`src/rtl/sc_nco_pkg.sv`:
```
package sc_nco_pkg;
   typedef enum logic [1:0] {
      PIN_IDLE  = 2'd0,
      PIN_FRST  = 2'd1,
      PIN_LOCK  = 2'd2,
      PIN_IDLE3 = 2'd3
   } pin_mode_e;
endpackage

```
`src/rtl/sc_phase_acc.sv`:
```
module sc_phase_acc #(
   parameter int ACC_W = 32
) (
   input  logic             clk,
   input  logic             rst_n,
   input  logic             arm_en,
   input  logic             pin_fall,
   input  logic             field_start,
   input  logic [ACC_W-1:0] freq_i,
   output logic [ACC_W-1:0] acc_o
);
   logic pend_q;

   always_ff @(posedge clk or negedge rst_n) begin
      if (!rst_n) begin
         acc_o  <= '0;
         pend_q <= 1'b0;
      end else begin
         if (pend_q && field_start) acc_o <= '0;
         else                       acc_o <= acc_o + freq_i;

         if (!arm_en)                    pend_q <= 1'b0;
         else if (pin_fall)              pend_q <= 1'b1;
         else if (field_start && pend_q) pend_q <= 1'b0;
      end
   end

   assert_field_zero_R5: assert property (@(posedge clk) disable iff (!rst_n)
      (pend_q && field_start) |=> (acc_o == '0));
   assert_arm_R4: assert property (@(posedge clk) disable iff (!rst_n)
      (arm_en && pin_fall) |=> pend_q);
   assert_disarm_R6: assert property (@(posedge clk) disable iff (!rst_n)
      !arm_en |=> !pend_q);
   assert_step_R2: assert property (@(posedge clk) disable iff (!rst_n)
      !(pend_q && field_start) |=> (acc_o == $past(acc_o) + $past(freq_i)));
endmodule

```
`src/rtl/sc_lock_rx.sv`:
```
module sc_lock_rx #(
   parameter int ACC_W    = 32,
   parameter int FIELD_W  = 22,
   parameter int RTC_LEN  = 67,
   parameter int BIT_CLKS = 2
) (
   input  logic             clk,
   input  logic             rst_n,
   input  logic             en,
   input  logic             pin,
   input  logic             pin_rise,
   input  logic             line_start,
   output logic [ACC_W-1:0] freq_o,
   output logic             have_o
);
   localparam int PH_W   = (BIT_CLKS > 2) ? $clog2(BIT_CLKS) : 1;
   localparam int SLOT_W = $clog2(RTC_LEN + 1);
   localparam logic [PH_W-1:0]   PH_LAST = PH_W'(BIT_CLKS - 1);
   localparam logic [PH_W-1:0]   PH_MID  = PH_W'(BIT_CLKS / 2);
   localparam logic [SLOT_W-1:0] SLOT_END = SLOT_W'(RTC_LEN);

   logic                busy_q;
   logic [PH_W-1:0]     ph_q;
   logic [SLOT_W-1:0]   slot_q;
   logic [FIELD_W-1:0]  fld_q, stg_q, rf_q;
   logic                stg_vld_q;
   logic                sample, commit;
   logic [FIELD_W-1:0]  hit;

   assign sample = busy_q && (ph_q == PH_MID) && (slot_q != '0);
   assign commit = en && sample && (slot_q == SLOT_END);

   for (genvar i = 0; i < FIELD_W; i++) begin : g_hit
      assign hit[i] = en && sample && (slot_q == SLOT_W'(i + 1));
   end

   always_ff @(posedge clk or negedge rst_n) begin
      if (!rst_n) begin
         busy_q    <= 1'b0;
         ph_q      <= '0;
         slot_q    <= '0;
         fld_q     <= '0;
         stg_q     <= '0;
         stg_vld_q <= 1'b0;
         rf_q      <= '0;
         have_o    <= 1'b0;
      end else begin
         fld_q <= (fld_q & ~hit) | (hit & {FIELD_W{pin}});
         if (!en) begin
            busy_q    <= 1'b0;
            stg_vld_q <= 1'b0;
            have_o    <= 1'b0;
         end else begin
            if (busy_q) begin
               if (ph_q == PH_LAST) begin
                  ph_q   <= '0;
                  slot_q <= slot_q + 1'b1;
               end else begin
                  ph_q <= ph_q + 1'b1;
               end
               if (commit) busy_q <= 1'b0;
            end else if (pin_rise) begin
               busy_q <= 1'b1;
               ph_q   <= PH_W'(1);
               slot_q <= '0;
            end

            if (line_start && stg_vld_q) begin
               rf_q   <= stg_q;
               have_o <= 1'b1;
            end

            if (commit) begin
               stg_q     <= fld_q;
               stg_vld_q <= 1'b1;
            end else if (line_start && stg_vld_q) begin
               stg_vld_q <= 1'b0;
            end
         end
      end
   end

   if (ACC_W > FIELD_W) begin : g_left
      assign freq_o = {rf_q, {(ACC_W - FIELD_W){1'b0}}};
   end else begin : g_full
      assign freq_o = rf_q;
   end

   assert_frame_bound_R9: assert property (@(posedge clk) disable iff (!rst_n)
      busy_q |-> (slot_q <= SLOT_END));
   assert_drop_R10: assert property (@(posedge clk) disable iff (!rst_n)
      !en |=> (!have_o && !stg_vld_q));
   assert_consume_R9: assert property (@(posedge clk) disable iff (!rst_n)
      (en && line_start && stg_vld_q && !commit) |=> (!stg_vld_q && have_o));
   assert_no_restart_R11: assert property (@(posedge clk) disable iff (!rst_n)
      (en && busy_q && !commit) |=> (slot_q >= $past(slot_q)));
endmodule

```
`src/rtl/subcarrier_nco.sv`:
```
module subcarrier_nco #(
   parameter int ACC_W    = 32,
   parameter int FIELD_W  = 22,
   parameter int RTC_LEN  = 67,
   parameter int BIT_CLKS = 2,
   parameter int Q_W      = 10
) (
   input  logic             clk,
   input  logic             rst_n,
   input  logic [1:0]       ctl_mode,
   input  logic             ctl_pin,
   input  logic             field_start,
   input  logic             line_start,
   input  logic [ACC_W-1:0] freq_word,
   input  logic [ACC_W-1:0] phase_ofs,
   output logic [ACC_W-1:0] phase_out,
   output logic [Q_W-1:0]   phase_q
);
   import sc_nco_pkg::*;

   if (FIELD_W > ACC_W) begin : g_chk_field
      $error("FIELD_W must not exceed ACC_W");
   end
   if (Q_W > ACC_W || Q_W < 1) begin : g_chk_q
      $error("Q_W must lie in 1..ACC_W");
   end
   if (RTC_LEN <= FIELD_W) begin : g_chk_len
      $error("RTC_LEN must exceed FIELD_W");
   end
   if (BIT_CLKS < 2) begin : g_chk_bit
      $error("BIT_CLKS must be at least 2");
   end

   pin_mode_e        mode;
   logic             pin_d;
   logic             pin_rise, pin_fall;
   logic [ACC_W-1:0] rx_freq, act_freq, acc;
   logic             rx_have;

   assign mode = pin_mode_e'(ctl_mode);

   always_ff @(posedge clk or negedge rst_n) begin
      if (!rst_n) pin_d <= 1'b0;
      else        pin_d <= ctl_pin;
   end

   assign pin_rise = ~pin_d & ctl_pin;
   assign pin_fall = pin_d & ~ctl_pin;

   sc_lock_rx #(
      .ACC_W(ACC_W), .FIELD_W(FIELD_W), .RTC_LEN(RTC_LEN), .BIT_CLKS(BIT_CLKS)
   ) u_rx (
      .clk(clk), .rst_n(rst_n), .en(mode == PIN_LOCK), .pin(ctl_pin),
      .pin_rise(pin_rise), .line_start(line_start),
      .freq_o(rx_freq), .have_o(rx_have)
   );

   assign act_freq = (mode == PIN_LOCK && rx_have) ? rx_freq : freq_word;

   sc_phase_acc #(.ACC_W(ACC_W)) u_acc (
      .clk(clk), .rst_n(rst_n), .arm_en(mode == PIN_FRST), .pin_fall(pin_fall),
      .field_start(field_start), .freq_i(act_freq), .acc_o(acc)
   );

   assign phase_out = acc + phase_ofs;
   assign phase_q   = phase_out[ACC_W-1 -: Q_W];

   assert_reg_freq_R10: assert property (@(posedge clk) disable iff (!rst_n)
      (mode != PIN_LOCK) |-> (act_freq == freq_word));
   assert_reset_hold_R1: assert property (@(posedge clk)
      !rst_n |-> (phase_out == phase_ofs));
endmodule

```
`config.mk`:
```
export PLATFORM = sky130hd
export DESIGN_NAME = subcarrier_nco
export DESIGN_NICKNAME = d
export VERILOG_FILES = /design/src/rtl/sc_nco_pkg.sv /design/src/rtl/sc_phase_acc.sv /design/src/rtl/sc_lock_rx.sv /design/src/rtl/subcarrier_nco.sv
export SDC_FILE = /design/constraint.sdc
export NUM_CORES = 1
export LEC_CHECK = 0
export ABC_AREA = 1
export CAP_MARGIN = 10
export CORE_ASPECT_RATIO = 1.25
export CORE_MARGIN = 5
export CORE_UTILIZATION = 40
export CTS_BUF_LIST = sky130_fd_sc_hd__clkbuf_4
export DETAILED_ROUTE_END_ITERATION = 10
export GPL_TIMING_DRIVEN = 0
export SYNTH_ARGS = -nofsm -noshare
export SYNTH_HDL_FRONTEND = slang
export SYNTH_SLANG_ARGS = --single-unit
```
`constraint.sdc`:
```
create_clock -name clk -period 3.5 [get_ports clk]
set_input_delay 0.875 -clock clk [delete_from_list [all_inputs] [get_ports clk]]
set_output_delay 0.875 -clock clk [all_outputs]
set_load 0.005 [all_outputs]
```
# Yosys cells after proc, flatten, opt, wreduce, memory -nomap -nowiden
# Index checks and enable logic that the tools add are counted.
[classes] muxes=20 n_reduce_logical=35 n_bitwise=8 addsub=4 eq_ne=29
[ops] operator="adder 32 bit" n=2
[ops] operator="two-way mux 32 bit" n=2
[ops] operator="equality test 7 x 4 -> 1 bit, second input constant" n=8
[ops] operator="equality test 7 x 5 -> 1 bit, second input constant" n=7
[ops] operator="AND 22 bit" n=2
[ops] operator="logical AND 1 bit" n=29
[ops] operator="equality test 7 x 3 -> 1 bit, second input constant" n=4
[ops] operator="inverter 22 bit" n=1
[ops] operator="OR 22 bit" n=1
[ops] operator="two-way mux 7 bit" n=3
[ops] operator="two-way mux 1 bit" n=15
[ops] operator="equality test 7 x 2 -> 1 bit, second input constant" n=2
[ops] operator="adder 7 x 1 -> 7 bit, second input constant" n=1
[ops] operator="equality test 7 x 1 -> 1 bit, second input constant" n=1
[ops] operator="equality test 7 bit, second input constant" n=1
[ops] operator="nonzero test 7 bit" n=1
[ops] operator="!= test 3 bit, second input constant" n=2
[ops] operator="AND reduction 2 bit" n=3
[ops] operator="!= test 2 bit, second input constant" n=2
[ops] operator="AND reduction 3 bit" n=1
[ops] operator="AND 1 bit" n=2
[ops] operator="equality test 2 x 1 -> 1 bit, second input constant" n=1
[ops] operator="equality test 2 bit, second input constant" n=1
[ops] operator="inverter 1 bit" n=2
[ops] operator="2 further kinds" n=2
[word_totals] inputBits=71 wordCells=107 output_inout_bits=42 register_bits=111

# Depth between registers and ports, before layout
[logic_depth] depth_word=7 mapped_depth=21

# Hierarchy
# From an unflattened synthesis, not the netlist that was laid out.
[hier_totals] hier_cells=1566 hier_area_um2=10323.7
[by_module_without_submodules] module="sc_lock_rx" n_inst=1 seq_area_each_um2=1926.8 cells_per_inst=442 area_each_um2=3926.3
[by_module_without_submodules] module="sc_phase_acc" n_inst=1 seq_area_each_um2=825.8 cells_per_inst=578 area_each_um2=3460.8
[by_module_without_submodules] module="subcarrier_nco" n_inst=1 seq_area_each_um2=25.0 cells_per_inst=546 area_each_um2=2936.6

# Worst setup path after synthesis
# Ideal clock, no wire load.
[synth_timing] path_kind="input to output" from="input phase_ofs[0]" to="output phase_q[8]" t_arrival_ns=2.364 slack_ns=0.261 path_stages=15 path_buffers=1 cell_sequence="ha_1 -> inv_1 -> fa_1 -> inv_1 -> nand3_1 -> nand2_1 -> nand2_1 -> nand2_1 -> nand3_1 -> nand2_1 -> nand2_1 -> nand2_1 -> nand2_1 -> nand2_1 -> buf_4"
[synth_between] elab_chain_cells=1
[synth_rtl] item="start, declared" line="subcarrier_nco.sv:15" source="input logic [ACC_W-1:0] phase_ofs,"
[synth_rtl] item="adder 32 bit" line="subcarrier_nco.sv:65" source="assign phase_out = acc + phase_ofs;"
[synth_rtl] item="end, declared" line="subcarrier_nco.sv:17" source="output logic [Q_W-1:0] phase_q"
# No other way between the ends.

# Final worst setup path
[layout_timing] from="input phase_ofs[23]" to="output phase_q[6]"
# The elaborated chain is that of the path after synthesis.

==> qor.csv <==
metric;value;unit
R2R Setup Slk;0.83;ns
IO Pins;113;
largest family of logic cells by synthesized area;simple AND/OR/NAND/NOR gates;
Simple-Gate Fraction of Synth Area;30.8;%
Power Density;802;nW/um2
final worst-path cycle share;99.9;%
CTS Root Buffer Type;clkbuf_4;
syn avg cell area;6.66;um2
Detail Placement HPWL;21700;um
maximum clock path buffer count;2;
synthesis-to-layout area growth;36.1;%
proportion of synthesized area in mux cells;2.95;%
ratio of routed vias to standard cells;4.98;
Required @ worst endpoint;2.62;ns
Post-Synthesis Net Count;1519;
post-synthesis compound-gate area fraction;12.4;%
die height;179;um
total grt overflow;0;
Rel. slew slack;56.1;%
Final Util;54.8;%
setup slack at placement;-1.02;ns
maximum number of pins on one net before global-route repair;98;
DRC;0;
fmax;286;MHz
first-pass GRT wire length;44300;um
RR Endpoint;u_acc.acc_o[31]$_DFF_PN0_;
Worst-path clk slew;0.19;ns
final worst setup slack;0.00370;ns
initial antenna violation count;2;
Syn Inst Count;1377;
max-cap viol count;0;
GPL Wtd Cong;0.932;
hold_ws;0.181;ns
GRT Max-Usage Layer;met2;
met2 usage;42.3;%
critical path peak fanout;3;
initial drt markers;360;
status;finished clean;
VDD IR max;0.646;mV
vias in the first global route;9148;
Nets;1719;
reg2reg start;u_rx.have_o$_DFFE_PN0P_;
CP endpoint kind;primary output;
via count;9311;
Die Area;26100;um2
WL final;28800;um
CTS Buf Count;9;
CTS sink cnt;111;
post-synthesis adder-cell area fraction;9.84;%
sequential fraction of the synthesis area;30.3;%
RSZ-0062 raised after global routing;true;
Pre-antenna DRT Iters;5;
hold crit path type;in2async;
Worst-Skew Late Latency;0.48;ns
WS Path Type;in2out;
Final ANT Viol Nets;0;
Final Max Slew Viols;0;
Die X-Extent;145;um
final hold violation count;0;
synth warn;0;
fillers;2196;
initial core utilization;40.2;%
Worst-Margin Slew;0.659;ns
register bit total from synthesis;111;
layout cells sized above 1;27.2;%
post-placement cell count;1778;
GR Util met3;2.39;%
static leakage;6.57;nW
CTS tree;built;
Synth area leader;dfrtp_1;
dominant synthesized flop cell;dfrtp_1;
Setup violations, final;0;
core area;22800;um2
Layout Cells excl Fill;1871;
Synth Area in XOR/XNOR;1.81;%
ys async rst share;100;%
final worst path period need;3.50;ns
Post-Route Skew;0.0162;ns
H-tree depth;3;
hold buffer count at CTS;0;
share of the synthesized area in the top cell type;30.3;%
Port Buf Inserts;112;
count of cell types in the netlist;41;
R2R cell count;12;
wire length per cell;15.4;um
met1 GRT Util;22.5;%
CP arrival;2.62;ns
top cells by area, synth;dfrtp_1, nand2_1, inv_1, ha_1, nor2_1;
Final TNS setup;0;ns
Post-synth EDFFs;0;
Total GRT Usage;21.1;%
Netlist Area Pre-Place;9180;um2
Worst setup SP type;input port;
FP Rows;62;
==> synth_stat cells (2+ instances only) <==
| cell type | number |
|---|---|
| buf_4 | 10 |
| nor3b_1 | 2 |
| nand2_1 | 426 |
| buf_2 | 4 |
| a21o_1 | 3 |
| xor2_1 | 13 |
| xnor2_1 | 6 |
| nand3_1 | 62 |
| buf_6 | 5 |
| a21oi_2 | 20 |
| mux2_2 | 23 |
| o21bai_1 | 4 |
| a21oi_1 | 94 |
| clkbuf_1 | 7 |
| nor3_2 | 9 |
| nor2_1 | 129 |
| nand2_2 | 2 |
| nor3_1 | 17 |
| o21ai_1 | 14 |
| nor2_2 | 13 |
| a31oi_1 | 6 |
| and2_1 | 3 |
| nand4_1 | 7 |
| o211ai_1 | 2 |
| inv_1 | 239 |
| dfrtp_1 | 111 |
| inv_2 | 6 |
| o21ai_0 | 58 |
| ha_1 | 69 |
| fa_1 | 2 |
==> metal layers <==
| metal | share of wire [%] | vias to the layer above |
|---|---|---|
| met5 | 0.042 | - |
| met4 | 3.5 | 2 |
| met3 | 2.7 | 65 |
| met2 | 54 | 191 |
| met1 | 40 | 4321 |
| li1 | - | 4732 |
==> kinds of logic after synthesis <==
logic type	after synthesis
mux	24
fa+ha+maj	71
simple gates	677
compound gates	204
flops	111
buf+inv	271
xor+xnor	19
==> stage by stage <==
step | total power [mW] | area (um2)
floorplan | 5.27 | 9180
global placement | 7.35 | 10700
detailed placement | 7.41 | 10700
CTS | 9.17 | 12000
global route | 10.9 | 12500
finish | 10.0 | 12500
==> repair_timing <==
item,4_1_cts,5_1_grt
buffers inserted,48,29
setup endpoints to repair,54,38
pin swaps,84,79
gates resized for setup,302,149
==> worst max-delay path, cell delays in order <==
cell and delay [ns]:
clkdlybuf4s15_1 0.22, ha_4 0.31, buf_4 0.14, nand2_4 0.08
nor2_4 0.13, nand2_2 0.09, nor3_4 0.22, nand2_4 0.08
nand2_1 0.07, nand2_1 0.04, nand2_1 0.08, buf_4 0.10
clkdlybuf4s15_1 0.19
==> cell type report <==
| type | count | area, um2 | share of cell area (%) |
|---|---|---|---|
| multi-input combinational | 995 | 6520 | 52.2 |
| clock inverter | 7 | 56.3 | 0.451 |
| timing repair buffer | 190 | 1600 | 12.8 |
| tap | 288 | 360 | 2.89 |
| sequential | 111 | 2780 | 22.3 |
| clock buffer | 9 | 67.6 | 0.541 |
| buffer | 25 | 181 | 1.45 |
| antenna | 1 | 2.50 | 0.0200 |
| inverter | 245 | 920 | 7.36 |
==> where the power goes <==
group,switching [mW],internal (mW),total [mW],leakage (nW)
clock network,0.463,0.157,0.620,0.0678
logic,4.16,3.41,7.58,5.15
registers,0.310,1.51,1.82,1.35
==> cells in the final DEF (no fill, tap or decap), types with 23 or more instances in the layout <==
cell type        instances
nand2_4                 25
nor2_1                 108
clkbuf_2                27
buf_4                   78
ha_1                    39
clkdlybuf4s50_1         45
o21ai_1                 25
nand2_1                356
a21oi_1                 60
dfrtp_1                108
o21ai_0                 37
inv_1                  227
ha_4                    30
mux2_2                  23
nand3_1                 49
nand2_2                 48
a21oi_2                 42
==> worst max-delay path by stage <==
stage	from	slack, ns	cells after the start	end
6_report	phase_ofs[23]	0.004	13	phase_q[6]
5_1_grt	phase_ofs[23]	-0.09	13	phase_q[6]
4_1_cts	phase_ofs[14]	-0.18	14	phase_q[9]
3_5_place_dp	phase_ofs[0]	-1.02	17	phase_q[8]
3_3_place_gp	rst_n	-2.97	1	u_rx.rf_q[19]$_DFFE_PN0P_
2_1_floorplan	phase_ofs[0]	0.26	15	phase_q[8]
No activity file was read; power rests on OpenSTA's default activity.
